### src/rtl/horner_pkg.sv
package horner_pkg;

  function automatic int set_count(input logic [31:0] c);
    int n;
    n = 0;
    for (int i = 0; i < 32; i++) if (c[i]) n++;
    return n;
  endfunction

  // bit index of the k-th set bit counted from the LSB
  function automatic int set_pos(input logic [31:0] c, input int k);
    int n;
    int pos;
    n   = 0;
    pos = 0;
    for (int i = 0; i < 32; i++) begin
      if (c[i]) begin
        if (n == k) pos = i;
        n++;
      end
    end
    return pos;
  endfunction

  function automatic int stage_shift(input logic [31:0] c, input int k);
    int s;
    if (k == 0) s = 0;
    else        s = set_pos(c, k) - set_pos(c, k - 1);
    return s;
  endfunction

endpackage

### src/rtl/horner_stage.sv
module horner_stage #(
  parameter int DATA_W = 16,
  parameter int FRAC_W = 12,
  parameter int ACC_W  = DATA_W + FRAC_W + 2,
  parameter int SHIFT  = 0
) (
  input  logic                     clk_i,
  input  logic                     rst_ni,
  input  logic                     vld_i,
  input  logic signed [DATA_W-1:0] x_i,
  input  logic signed [ACC_W-1:0]  acc_i,
  output logic                     vld_o,
  output logic signed [DATA_W-1:0] x_o,
  output logic signed [ACC_W-1:0]  acc_o
);

  logic signed [ACC_W-1:0] x_ext;
  logic signed [ACC_W-1:0] acc_nxt;

  always_comb begin
    x_ext   = ACC_W'(x_i) <<< FRAC_W;
    acc_nxt = (acc_i >>> SHIFT) + x_ext;
  end

  always_ff @(posedge clk_i or negedge rst_ni) begin
    if (!rst_ni) begin
      vld_o <= 1'b0;
      x_o   <= '0;
      acc_o <= '0;
    end else begin
      vld_o <= vld_i;
      if (vld_i) begin
        x_o   <= x_i;
        acc_o <= acc_nxt;
      end
    end
  end


  no_overflow_chk: assert property (@(posedge clk_i) disable iff (!rst_ni)
    vld_o |-> (acc_o[ACC_W-1] == acc_o[ACC_W-2]));


  sign_track_chk: assert property (@(posedge clk_i) disable iff (!rst_ni)
    (vld_o && x_o != '0) |-> (acc_o[ACC_W-1] == x_o[DATA_W-1]));


  zero_track_chk: assert property (@(posedge clk_i) disable iff (!rst_ni)
    vld_o |-> ((acc_o == '0) == (x_o == '0)));

endmodule

### src/rtl/horner_round.sv
module horner_round #(
  parameter int DATA_W   = 16,
  parameter int FRAC_W   = 12,
  parameter int ACC_W    = DATA_W + FRAC_W + 2,
  parameter int OUT_W    = DATA_W + 1,
  parameter int FINAL_SH = 1,
  parameter bit NEGATE   = 1'b0
) (
  input  logic                     clk_i,
  input  logic                     rst_ni,
  input  logic                     vld_i,
  input  logic signed [DATA_W-1:0] x_i,
  input  logic signed [ACC_W-1:0]  acc_i,
  output logic signed [OUT_W-1:0]  y_o
);

  localparam logic signed [ACC_W-1:0] HALF = ACC_W'(1) <<< (FRAC_W - 1);

  logic signed [ACC_W-1:0] prod;
  logic signed [ACC_W-1:0] rnd;
  logic        [OUT_W:0]   y_mag;
  logic        [OUT_W:0]   x_mag;

  always_comb begin
    prod = acc_i >>> FINAL_SH;
    if (NEGATE) prod = -prod;
    rnd  = (prod + HALF) >>> FRAC_W;
    y_o  = rnd[OUT_W-1:0];
  end

  always_comb begin
    y_mag = y_o[OUT_W-1] ? (OUT_W+1)'(-(OUT_W+1)'(y_o)) : (OUT_W+1)'(y_o);
    x_mag = x_i[DATA_W-1] ? (OUT_W+1)'(-(OUT_W+1)'(x_i)) : (OUT_W+1)'(x_i);
  end


  mag_bound_chk: assert property (@(posedge clk_i) disable iff (!rst_ni)
    vld_i |-> (y_mag <= x_mag));


  zero_out_chk: assert property (@(posedge clk_i) disable iff (!rst_ni)
    (vld_i && x_i == '0) |-> (y_o == '0));

endmodule

### src/rtl/horner_cmul.sv
module horner_cmul
  import horner_pkg::*;
#(
  parameter int                DATA_W = 16,
  parameter int                FRAC_W = 12,
  parameter logic [FRAC_W-1:0] COEFF  = 12'b110011001100,
  parameter bit                NEGATE = 1'b0,
  parameter int                OUT_W  = DATA_W + 1
) (
  input  logic                     clk_i,
  input  logic                     rst_ni,
  input  logic                     valid_i,
  input  logic signed [DATA_W-1:0] data_i,
  output logic                     valid_o,
  output logic signed [OUT_W-1:0]  data_o
);

  localparam int ACC_W    = DATA_W + FRAC_W + 2;
  localparam int N_SET    = set_count(32'(COEFF));
  localparam int MSB_POS  = set_pos(32'(COEFF), N_SET - 1);
  localparam int FINAL_SH = FRAC_W - MSB_POS;

  logic                     vld_s [N_SET+1];
  logic signed [DATA_W-1:0] x_s   [N_SET+1];
  logic signed [ACC_W-1:0]  acc_s [N_SET+1];

  assign vld_s[0] = valid_i;
  assign x_s[0]   = data_i;
  assign acc_s[0] = '0;

  for (genvar k = 0; k < N_SET; k++) begin : g_stage
    horner_stage #(
      .DATA_W(DATA_W),
      .FRAC_W(FRAC_W),
      .ACC_W (ACC_W),
      .SHIFT (stage_shift(32'(COEFF), k))
    ) u_stage (
      .clk_i (clk_i),
      .rst_ni(rst_ni),
      .vld_i (vld_s[k]),
      .x_i   (x_s[k]),
      .acc_i (acc_s[k]),
      .vld_o (vld_s[k+1]),
      .x_o   (x_s[k+1]),
      .acc_o (acc_s[k+1])
    );
  end

  horner_round #(
    .DATA_W  (DATA_W),
    .FRAC_W  (FRAC_W),
    .ACC_W   (ACC_W),
    .OUT_W   (OUT_W),
    .FINAL_SH(FINAL_SH),
    .NEGATE  (NEGATE)
  ) u_round (
    .clk_i (clk_i),
    .rst_ni(rst_ni),
    .vld_i (vld_s[N_SET]),
    .x_i   (x_s[N_SET]),
    .acc_i (acc_s[N_SET]),
    .y_o   (data_o)
  );

  assign valid_o = vld_s[N_SET];


  reset_quiet_chk: assert property (@(posedge clk_i)
    !rst_ni |-> !valid_o);

endmodule

### config.mk
export PLATFORM = sky130hd
export DESIGN_NAME = horner_cmul
export DESIGN_NICKNAME = d
export VERILOG_FILES = /design/src/rtl/horner_pkg.sv /design/src/rtl/horner_stage.sv /design/src/rtl/horner_round.sv /design/src/rtl/horner_cmul.sv
export SDC_FILE = /design/constraint.sdc
export NUM_CORES = 1
export LEC_CHECK = 0
export BUFFER_PORTS_ARGS = -buffer_cell sky130_fd_sc_hd__buf_2
export CAP_MARGIN = 20
export CORE_ASPECT_RATIO = 0.5
export CORE_MARGIN = 2
export CORE_UTILIZATION = 59
export DETAILED_ROUTE_END_ITERATION = 12
export PLACE_DENSITY_LB_ADDON = 0.3
export SETUP_SLACK_MARGIN = 0.3
export SLEW_MARGIN = 10
export SYNTH_ARGS = -nofsm -noshare
export SYNTH_HDL_FRONTEND = slang
export SYNTH_HIERARCHICAL = 1
export SYNTH_SLANG_ARGS = --single-unit
### constraint.sdc
create_clock -name clk_i -period 2.07 [get_ports clk_i]
set_input_delay 0 -clock clk_i [delete_from_list [all_inputs] [get_ports clk_i]]
set_output_delay 0 -clock clk_i [all_outputs]
set_load 0.1 [all_outputs]
==> impl_metrics.toml <==
[synthesis]
ys_warn_count = 6
syn_inst = 1246
syn_area_mm2 = 0.0126
syn_avg_cell_area_um2 = 10.1

[global_route]
overflow = 0
grt_pass1_wl_mm = 54.4
antenna_found_initial = 0
grt_max_degree = 65
grt_pass1_vias = 11200
groute.usage.overall = 0.301

[worst_setup_path]
cp_max_fo = 5
end_kind = "flip-flop"
path_class = "reg2reg"
worstSetupStartpointType = "flip-flop"
reg2reg_depth = 9
worstPathRequired_ns = 2.40
arrival_ns = 2.69

[placement]
finalWeightedCongestion = 0.923
place_ws_ns = -0.247
port_buffers = 36
hpwl_mm = 21.4

[status]
failed_checks = "setup timing"
status = "finished, violations left"

[pwr]
p_leak_nw = 7.48
vdd_ir_drop_max_mv = 1.57
power-per-cell-area_mw_per_mm2 = 1710

[cts]
cts_root_buf = "clkbuf_16"
cts.clk_slew.worst_paths_ns = 0.07
cts_max_path_buffers = 2
cts_num_sinks = 183
h-tree-depth = 4
worstSkewPairLatency_ns = 0.45
cts_buffers = 17
cts_tree = "built"

[sta]
drv_slew = 0
slew_headroom = 0.564
whs_ns = 0.121
period_minus_slack_ns = 2.36
max_slew.worst_pin.slew_ns = 0.648
setup_ws_ns = -0.289
rsz0062_at_grt = "true"
finalClockSkew_ns = 0.0142
finalCritPeriodShare = 1.14
setup_viol_count_final = 43
timing.final.hold_violations = 0
fmax_mhz = 424

[cells_and_area]
fillers = 983
diodes = 0
drive_gt1_frac = 0.441
syn2layout_area_growth_pct = 38.1
layout.nets = 1612

[min_path]
hp-class = "in2async"

[routing]
drtAntennaViolNets = 0
vias = 11400
first_pass_iters = 6
post_drt_via_cell_ratio = 6.41
wl_per_cell_um = 21.8
first_iter_violations = 999
drc_errors = 0
totalWireLength_mm = 38.7

[floorplanning]
die_w_um = 210
dieHeight_um = 107
rows = 37
core_mm2 = 0.0207
start_util = 0.607
pin_count = 37
die-area_mm2 = 0.0225

[job]
cap_violations = 0
## cell type report
class | count | area (um2) | share of cell area
Multi-Input combinational cell | 961 | 9240 | 0.532
Sequential cell | 183 | 4600 | 0.265
Timing Repair Buffer | 270 | 2410 | 0.139
Clock buffer | 18 | 429 | 0.0247
Tap cell | 273 | 342 | 0.0197
Inverter | 53 | 199 | 0.0115
Clock inverter | 14 | 131 | 0.00757
## sequential cells by signal, summed over array words and instances, names as in the netlist
| name | count |
|---|---|
| g_stage.u_stage/acc_o | 97 |
| g_stage.u_stage/x_o | 80 |
| g_stage.u_stage/vld_o | 6 |
## per-layer routing
layer | wire length, um | global-route usage | vias up
met5 | 0 | 0 | -
met4 | 1780 | 0.132 | 0
met3 | 1960 | 0.0448 | 149
met2 | 19600 | 0.547 | 509
met1 | 15300 | 0.359 | 5629
li1 | - | - | 5064
## final timing paths
kind,from,to,slack [ns]
setup / recovery,g_stage[1].u_stage/acc_o[15]$_DFFE_PN0P_,g_stage[2].u_stage/acc_o[22]$_DFFE_PN0P_,-0.29
hold / removal,rst_ni,g_stage[0].u_stage/x_o[4]$_DFFE_PN0P_,0.12
setup reg to reg,g_stage[1].u_stage/acc_o[15]$_DFFE_PN0P_,g_stage[2].u_stage/acc_o[22]$_DFFE_PN0P_,-0.29
hold reg to reg,g_stage[3].u_stage/acc_o[21]$_DFFE_PN0P_,g_stage[3].u_stage/acc_o[21]$_DFFE_PN0P_,0.52
max in group asynchronous,rst_ni,g_stage[0].u_stage/x_o[10]$_DFFE_PN0P_,1.19
min in group clk_i,data_i[0],g_stage[0].u_stage/x_o[0]$_DFFE_PN0P_,0.36
## power breakdown
| part | total, W | switching, W | internal, W |
|---|---|---|---|
| combinational | 0.0204 | 0.0107 | 0.00965 |
| sequential | 0.00617 | 0.00136 | 0.00482 |
| clock | 0.00320 | 0.00160 | 0.00160 |
## per-stage QoR
step	total power (W)	cells	utilization	setup TNS, ns	area, um2
after floorplan	0.0167	1264	-	-0.927	13100
after global placement	0.0199	1620	0.691	-1.35	14300
after detailed placement	0.0205	1620	0.691	-2.36	14300
after CTS	0.0265	1737	0.796	-2.27	16500
after global routing	0.0311	1772	0.838	-7.08	17300
final	0.0297	1772	0.838	-4.37	17300
## cell usage in the layout (no fill, tap or decap), types with 20 or more instances in the layout
| master | n |
|---|---|
| dfrtp_1 | 168 |
| buf_4 | 165 |
| mux2_2 | 99 |
| nand2_1 | 80 |
| ha_1 | 55 |
| a21oi_1 | 54 |
| buf_6 | 51 |
| inv_1 | 48 |
| nor2_1 | 48 |
| o21ai_0 | 44 |
| ha_4 | 37 |
| a21o_1 | 29 |
| mux2_4 | 28 |
| nand3_1 | 25 |
| xor2_1 | 24 |
| xnor2_1 | 23 |
| nand4_1 | 23 |
| buf_2 | 20 |
## what timing repair did
item	4_1_cts	5_1_grt
hold buffers	18	0
setup endpoints to repair	75	83
endpoints found under the hold margin	79	0
buffers inserted	67	35
pin swaps	86	74
resized for setup	188	121
## critical path, stage by stage (launching register included)
cell,delay (ns)
dfrtp_1,0.43
ha_4,0.19
fa_2,0.39
a211oi_4,0.27
nor2_2,0.09
o31ai_4,0.19
buf_6,0.16
o21bai_1,0.09
xor2_1,0.16
mux2_4,0.27
(Power assumes the default switching activity.)
